--- src/rtl/can_rxb_pkg.sv ---
package can_rxb_pkg;
  localparam int REG_W   = 8;
  localparam int NFLAG   = 5;
  localparam int RIF_BIT = 0;
  localparam int TIF_BIT = 1;
  localparam int EIF_BIT = 2;
  localparam int OIF_BIT = 3;
  localparam int WIF_BIT = 4;
endpackage

--- src/rtl/can_rxb_track.sv ---
module can_rxb_track (
  input  logic clk_i,
  input  logic rst_ni,
  input  logic arrive_i,
  input  logic rrb_i,
  output logic rbs_o,
  output logic cpu_buf_o,
  output logic new_msg_o,
  output logic ovf_o
);
  logic cpu_full_q, pend_full_q, buf_q;
  logic cpu_rel, pend_rel, swap, fill_cpu;
  logic cpu_full_d, pend_full_d;

  always_comb begin
    swap        = rrb_i & pend_full_q;
    cpu_rel     = rrb_i ? pend_full_q : cpu_full_q;
    pend_rel    = rrb_i ? 1'b0 : pend_full_q;
    cpu_full_d  = cpu_rel;
    pend_full_d = pend_rel;
    fill_cpu    = 1'b0;
    ovf_o       = 1'b0;
    if (arrive_i) begin
      if (!cpu_rel) begin
        cpu_full_d = 1'b1;
        fill_cpu   = 1'b1;
      end else if (!pend_rel) begin
        pend_full_d = 1'b1;
      end else begin
        ovf_o = 1'b1; // both full: message dropped
      end
    end
    new_msg_o = swap | fill_cpu;
  end

  always_ff @(posedge clk_i or negedge rst_ni) begin
    if (!rst_ni) begin
      cpu_full_q  <= 1'b0;
      pend_full_q <= 1'b0;
      buf_q       <= 1'b0;
    end else begin
      cpu_full_q  <= cpu_full_d;
      pend_full_q <= pend_full_d;
      if (swap) buf_q <= ~buf_q;
    end
  end

  assign rbs_o     = cpu_full_q;
  assign cpu_buf_o = buf_q;

  assert_rel_empty_R4: assert property (@(posedge clk_i) disable iff (!rst_ni)
    rrb_i && !pend_full_q && !arrive_i |=> !rbs_o && $stable(cpu_buf_o));
  assert_swap_R5: assert property (@(posedge clk_i) disable iff (!rst_ni)
    rrb_i && pend_full_q |=> rbs_o && (cpu_buf_o != $past(cpu_buf_o)));
  assert_drop_R6: assert property (@(posedge clk_i) disable iff (!rst_ni)
    arrive_i && !rrb_i && cpu_full_q && pend_full_q |=> rbs_o && pend_full_q);
  assert_fill_R3: assert property (@(posedge clk_i) disable iff (!rst_ni)
    arrive_i && !cpu_full_q |=> rbs_o);
endmodule

--- src/rtl/can_rxb_wake.sv ---
module can_rxb_wake (
  input  logic clk_i,
  input  logic rst_ni,
  input  logic sleep_req_i,
  input  logic bus_act_i,
  output logic sleep_o,
  output logic wake_o
);
  logic sleep_q;

  assign wake_o = sleep_q & bus_act_i;

  always_ff @(posedge clk_i or negedge rst_ni) begin
    if (!rst_ni)          sleep_q <= 1'b0;
    else if (wake_o)      sleep_q <= 1'b0;
    else if (sleep_req_i) sleep_q <= 1'b1;
  end

  assign sleep_o = sleep_q;

  assert_wake_clears_R8: assert property (@(posedge clk_i) disable iff (!rst_ni)
    sleep_o && bus_act_i |=> !sleep_o);
  assert_sleep_set_R8: assert property (@(posedge clk_i) disable iff (!rst_ni)
    sleep_req_i && !bus_act_i |=> sleep_o);
endmodule

--- src/rtl/can_rxb_intreg.sv ---
module can_rxb_intreg
  import can_rxb_pkg::*;
(
  input  logic             clk_i,
  input  logic             rst_ni,
  input  logic [NFLAG-1:0] set_i,
  input  logic             rd_i,
  output logic [REG_W-1:0] reg_o,
  output logic             irq_o
);
  localparam int PAD_W = REG_W - NFLAG;

  logic [NFLAG-1:0] flag_q;
  logic             arm_q;

  for (genvar k = 0; k < NFLAG; k++) begin : g_flag
    always_ff @(posedge clk_i or negedge rst_ni) begin
      if (!rst_ni)       flag_q[k] <= 1'b0;
      else if (set_i[k]) flag_q[k] <= 1'b1; // set beats read-clear
      else if (rd_i)     flag_q[k] <= 1'b0;
    end

    assert_set_wins_R10: assert property (@(posedge clk_i) disable iff (!rst_ni)
      set_i[k] |=> flag_q[k]);
  end

  assign irq_o = arm_q & (|flag_q);

  always_ff @(posedge clk_i or negedge rst_ni) begin
    if (!rst_ni)    arm_q <= 1'b1;
    else if (rd_i)  arm_q <= 1'b1;
    else if (irq_o) arm_q <= 1'b0;
  end

  assign reg_o = {{PAD_W{1'b0}}, flag_q};

  assert_rd_clear_R2: assert property (@(posedge clk_i) disable iff (!rst_ni)
    rd_i && (set_i == '0) |=> (reg_o == '0));
  assert_irq_block_R9: assert property (@(posedge clk_i) disable iff (!rst_ni)
    irq_o && !rd_i |=> !irq_o);
  assert_pad_zero_R1: assert property (@(posedge clk_i) disable iff (!rst_ni)
    reg_o[REG_W-1:NFLAG] == '0);
endmodule

--- src/rtl/can_rxb_ctrl.sv ---
module can_rxb_ctrl
  import can_rxb_pkg::*;
(
  input  logic             clk_i,
  input  logic             rst_ni,
  input  logic             msg_arrive_i,
  input  logic             tx_done_i,
  input  logic             err_evt_i,
  input  logic             bus_act_i,
  input  logic             rrb_i,
  input  logic             rd_i,
  input  logic             sleep_req_i,
  output logic             sleep_o,
  output logic             rbs_o,
  output logic             cpu_buf_o,
  output logic             irq_o,
  output logic [REG_W-1:0] int_reg_o
);
  logic             new_msg, ovf, wake;
  logic [NFLAG-1:0] set_vec;

  can_rxb_track u_track (
    .clk_i     (clk_i),
    .rst_ni    (rst_ni),
    .arrive_i  (msg_arrive_i),
    .rrb_i     (rrb_i),
    .rbs_o     (rbs_o),
    .cpu_buf_o (cpu_buf_o),
    .new_msg_o (new_msg),
    .ovf_o     (ovf)
  );

  can_rxb_wake u_wake (
    .clk_i       (clk_i),
    .rst_ni      (rst_ni),
    .sleep_req_i (sleep_req_i),
    .bus_act_i   (bus_act_i),
    .sleep_o     (sleep_o),
    .wake_o      (wake)
  );

  always_comb begin
    set_vec          = '0;
    set_vec[RIF_BIT] = new_msg;
    set_vec[TIF_BIT] = tx_done_i;
    set_vec[EIF_BIT] = err_evt_i;
    set_vec[OIF_BIT] = ovf;
    set_vec[WIF_BIT] = wake;
  end

  can_rxb_intreg u_intreg (
    .clk_i  (clk_i),
    .rst_ni (rst_ni),
    .set_i  (set_vec),
    .rd_i   (rd_i),
    .reg_o  (int_reg_o),
    .irq_o  (irq_o)
  );

  assert_wake_flag_R8: assert property (@(posedge clk_i) disable iff (!rst_ni)
    sleep_o && bus_act_i |=> int_reg_o[WIF_BIT]);
  assert_awake_quiet_R8: assert property (@(posedge clk_i) disable iff (!rst_ni)
    !sleep_o && bus_act_i && rd_i |=> !int_reg_o[WIF_BIT]);
  assert_tx_flag_R7: assert property (@(posedge clk_i) disable iff (!rst_ni)
    tx_done_i |=> int_reg_o[TIF_BIT]);
endmodule

--- config.mk ---
export PLATFORM = sky130hd
export DESIGN_NAME = can_rxb_ctrl
export DESIGN_NICKNAME = d
export VERILOG_FILES = /design/src/rtl/can_rxb_pkg.sv /design/src/rtl/can_rxb_track.sv /design/src/rtl/can_rxb_wake.sv /design/src/rtl/can_rxb_intreg.sv /design/src/rtl/can_rxb_ctrl.sv
export SDC_FILE = /design/constraint.sdc
export NUM_CORES = 1
export LEC_CHECK = 0
export BUFFER_PORTS_ARGS = -buffer_cell sky130_fd_sc_hd__buf_2
export CAP_MARGIN = 10
export CORE_AREA = 2 2 39 41
export DETAILED_ROUTE_END_ITERATION = 16
export DIE_AREA = 0 0 41 43
export GPL_TIMING_DRIVEN = 0
export MAX_ROUTING_LAYER = met4
export SETUP_SLACK_MARGIN = 0.3
export SYNTH_ARGS = -nofsm -noshare
export SYNTH_HDL_FRONTEND = slang
export SYNTH_SLANG_ARGS = --single-unit
--- constraint.sdc ---
create_clock -name clk_i -period 1.37 [get_ports clk_i]
set_input_delay 0.137 -clock clk_i [delete_from_list [all_inputs] [get_ports clk_i]]
set_output_delay 0.137 -clock clk_i [all_outputs]
set_load 0.05 [all_outputs]
Yosys cells after proc, flatten, opt, wreduce, memory -nomap -nowiden:

Cells that the tools add are included.

* multiplexer cells: 20
* bitwise gates (word level): 5
* reduce and logical (&&, ||, !) cells: 8

Operators with widths (number)
* $mux W1: 20
* $reduce_bool A2 Y1: 7
* $reduce_or A5 Y1: 1
* $and A1 B1 Y1: 3
* $not A1 Y1: 1
* $or A1 B1 Y1: 1

* bits in registers: 10
* input bits: 9
* output and inout bits: 12
* word-level logic and storage cells: 43

Logic depth before layout (Yosys ltp):

* depth in word-level cells: 5
* depth in mapped cells: 2
* mapped depth without buffers: 2

Cells and area by module:

Synthesis repeated with hierarchy kept, for this count alone.

* cell total of the unflattened synthesis: 39
* area total of the unflattened synthesis: 440.4 µm²

Modules (own cells, without submodules)
* can_rxb_intreg: instances 1, cells each 20, area an instance 249.0 µm², seq. area each 151.4 µm²
* can_rxb_track: instances 1, cells each 15, area an instance 145.1 µm², seq. area each 75.1 µm²
* can_rxb_wake: instances 1, cells each 4, area an instance 46.3 µm², seq. area each 25.0 µm²

Worst setup path before layout:

No wires, ideal clock.

* path type: register -> output
* from: register u_intreg.flag_q[1] (netlist: u_intreg.reg_o[1])
* to: output port irq_o
* data arrival time: 1503 ps
* required time: 1233 ps
* setup slack: -270 ps
* cell stages (with the launch flop): 3
* buffers on the path: 0
* cell sequence: dfrtp_1 -> or4_4 -> o21a_1

* cells in the longest elaborated chain, start to end: 2

Ends and longest elaborated chain
* start, declared: RTL line can_rxb_intreg.sv:13 `logic [NFLAG-1:0] flag_q;`
* start signal, assigned by index: RTL line can_rxb_intreg.sv:18 `if (!rst_ni) flag_q[k] <= 1'b0;`
* start signal, assigned by index: RTL line can_rxb_intreg.sv:19 `else if (set_i[k]) flag_q[k] <= 1'b1;`
* start signal, assigned by index: RTL line can_rxb_intreg.sv:20 `else if (rd_i) flag_q[k] <= 1'b0;`
* $reduce_or A5 Y1: RTL line can_rxb_intreg.sv:27 `assign irq_o = arm_q & (|flag_q);`
* $and A1 B1 Y1: RTL line can_rxb_intreg.sv:27
* end, declared: RTL line can_rxb_ctrl.sv:16 `output logic irq_o,`

No other way between the ends.

Worst setup path in the final report:

* from: register u_intreg.flag_q[0] (netlist: u_intreg.reg_o[0])
* to: output port irq_o

The elaborated chain is that of the path after synthesis.

==> results.sh <==
export IMPL_dpl_hpwl_um=609
export IMPL_synth_ff_type="dfrtp_1"
export IMPL_die_h_um=43
export IMPL_setup_viol=1
export IMPL_r2r_end="u_intreg.arm_q"
export IMPL_clockBufferDepth=2
export IMPL_synth_commonest_cells="dfrtp_1 (9), buf_4 (3), nand2b_1 (3)"
export IMPL_synth_distinct_cells=18
export IMPL_std_cell_rows=14
export IMPL_hold_viol=0
export IMPL_setup_worst_path_class="reg2out"
export IMPL_final_max_slew_viol_count=0
export IMPL_total_leakage_power_nw=0.319
export IMPL_clk_pin_slew_ps=60
export IMPL_postSynth_asyncResetShare_pct=100
export IMPL_grt_max_degree=11
export IMPL_vias=335
export IMPL_die_area_mm2=0.00176
export IMPL_cp_required_ps=1230
export IMPL_top_level_ports=21
export IMPL_ant_nets=0
export IMPL_drt_total_wl_um=865
export IMPL_violations="setup timing"
export IMPL_synth_edf_count=0
export IMPL_vias_per_cell=4.41
export IMPL_slowest_stage="or4_4"
export IMPL_synthAdderAreaFrac_pct=0
export IMPL_whs_ps=58.3
export IMPL_hold_end="u_intreg.reg_o[1]"
export IMPL_critPathMaxStageDelay_ps=550
export IMPL_timing_rr_start="u_intreg.reg_o[0]"
export IMPL_rrSetupSlack_ps=120
export IMPL_avgSynthCellArea_um2=12.5
export IMPL_reg2reg_depth=3
export IMPL_start_kind="flip-flop"
export IMPL_crit_family="simple AND/OR/NAND/NOR gates"
export IMPL_synth_most_common_cell="dfrtp_1"
export IMPL_grt_antenna_before_repair=0
export IMPL_fin_crit_sh_pct=124
export IMPL_diodes=0
export IMPL_cp_num_buf_inv=1
export IMPL_yosys_warnings=0
export IMPL_min_path_type="in2reg"
export IMPL_syn_inst=33
export IMPL_seq_area_frac_synth_pct=60.9
export IMPL_drive_gt1_share_pct=58.3
export IMPL_cap_viol_max_count=0
export IMPL_track_usage_pct=11.7
export IMPL_status="finished with violations"
export IMPL_core_area_mm2=0.00138
export IMPL_cts_sinks=10
export IMPL_h_tree_depth=1
export IMPL_yosys_top_cells_area="dfrtp_1 (55%), dfstp_2 (6.4%), buf_4 (5.5%)"
export IMPL_grt_pass1_wl_um=1280
export IMPL_routedWlPerCell_um=11.4
export IMPL_detail_route_first_pass_iterations=3
export IMPL_fp_dieW_um=41
export IMPL_cp_max_fo=2
export IMPL_fmax_mhz=590
export IMPL_synth_top_family_by_area="compound AO/OA/AOI/OAI gates"
export IMPL_cts_tree="done"
export IMPL_synth_simple_area_share_pct=9.70
export IMPL_grt_pass1_vias=306
export IMPL_yosys_area_top_type="dfrtp_1"
export IMPL_fin_ws_ps=-324
export IMPL_nNetsFinal=70
export IMPL_syn2layout_area_growth_pct=57.6
export IMPL_path_cells="or4_4 -> o21a_4 -> buf_6"
export IMPL_cts_root_buf="clkbuf_4"
export IMPL_fin_tns_setup_ps=-324
export IMPL_min_path_cells=2
export IMPL_drtIter0Drc=4
export IMPL_skew_ps=5.35
export IMPL_ys_seq_elements=10
export IMPL_clk_latency_ps=260
export IMPL_io_buffer_count=17
export IMPL_p_per_area_mw_per_mm2=1450
export IMPL_synthDominantCellAreaShare_pct=54.5
export IMPL_grt_ovfl_total=0
export IMPL_gp_congestion=0.667
export IMPL_syn_area_um2=413
export IMPL_min_from="tx_done_i"
export IMPL_drc=0
export IMPL_irDropWorstVdd_mv=0.522
export IMPL_end_kind="output pin"
export IMPL_initial_core_util_pct=29.8
export IMPL_synth_compound_area_share_pct=16.7
export IMPL_synthXorXnorAreaFrac_pct=2.12
export IMPL_fin_crit_ps=1690
export IMPL_cp_data_arrival_time_ps=1560
export IMPL_cts_buffers=3
export IMPL_grt_setup_unrepaired="yes"
export IMPL_synth_mux_area_share_pct=2.42
-- state kept, by name (all words and copies together), names as in the netlist --
name / cells
u_track.pend_full_q: 1
u_intreg.arm_q: 1
u_track.rbs_o: 1
u_intreg.reg_o: 5
u_wake.sleep_o: 1
u_track.cpu_buf_o: 1
-- cell type report --
class | count | area (µm²)
buffer | 3 | 22.5
clock buffer | 4 | 36.3
fill | 136 | 733
inverter | 2 | 7.51
multi-input combinational | 20 | 150
sequential | 10 | 256
tap | 16 | 20.0
timing repair buffer | 21 | 158
-- cells by family (layout without fill, tap and decap cells) --
kind of cell,after synthesis,after routing
other cells,1,3
xor+xnor,1,1
compound gates,9,9
flops,10,10
buf+inv,5,30
mux,1,1
simple gates,6,6
-- cells in the final DEF (no fill, tap or decap) --
cell type / count
buf_6: 2
clkbuf_8: 1
a21o_1: 2
a22o_1: 2
a32o_1: 1
o2bb2ai_1: 1
buf_2: 10
buf_4: 6
o21a_4: 1
dfrtp_1: 5
a21oi_1: 1
mux2i_1: 1
nor2b_1: 1
nand2b_1: 3
nand2_1: 1
or4_4: 1
dfstp_2: 1
dlygate4sd3_1: 1
conb_1: 3
dfrtp_2: 4
o21ai_2: 1
buf_8: 2
xnor2_1: 1
clkbuf_4: 6
inv_1: 2
-- worst reg2reg max path: stages, from the launching register on --
cell,delay (ps)
dfrtp_2,400
or4_4,550
buf_4,150
o21ai_2,100
-- layer usage --
layer / GRT usage [%] / vias up / part of all wire [%]
li1: - / 161 / -
met1: 14.4 / 160 / 45
met2: 15.0 / 12 / 47
met3: 4.71 / 2 / 6.2
met4: 8.00 / 0 / 1.2
met5: - / - / 0
-- worst max-delay path by stage --
stage | cells after the start | startpoint | end
6_report | 3 | u_intreg.reg_o[0] | irq_o
3_5_place_dp | 3 | u_intreg.reg_o[1] | irq_o
2_1_floorplan | 2 | u_intreg.reg_o[1] | irq_o
5_1_grt | 3 | u_intreg.reg_o[0] | irq_o
4_1_cts | 3 | u_intreg.reg_o[0] | irq_o
3_3_place_gp | 3 | u_intreg.reg_o[1] | irq_o
-- stage by stage --
| stage | utilization, % | area [µm²] | total power [mW] | worst slack, ps | cells |
|---|---|---|---|---|---|
| after floorplan | - | 433 | 0.584 | -104 | 35 |
| after global placement | 38.9 | 538 | 0.652 | -102 | 68 |
| after detailed placement | 38.9 | 538 | 0.655 | -109 | 68 |
| after CTS | 45.7 | 632 | 0.954 | -339 | 75 |
| after global routing | 47.0 | 651 | 0.994 | -366 | 76 |
| final | 47.0 | 651 | 0.946 | -324 | 76 |
-- power breakdown --
group	switching, mW	internal [mW]	leakage (nW)
Combinational	0.206	0.108	0.187
Clock	0.0977	0.161	0.0210
Sequential	0.0334	0.340	0.111
Total	0.337	0.609	0.319
-- repair_timing --
item | 4_1_cts | 5_1_grt
hold buffers | 1 | 0
endpoints found under the hold margin | 10 | 0
resized for setup | 10 | 4
setup endpoints to repair | 3 | 8
buffers inserted | 2 | 1
pin swaps | 1 | 1
Note: power is estimated with default switching activity, not from simulation.
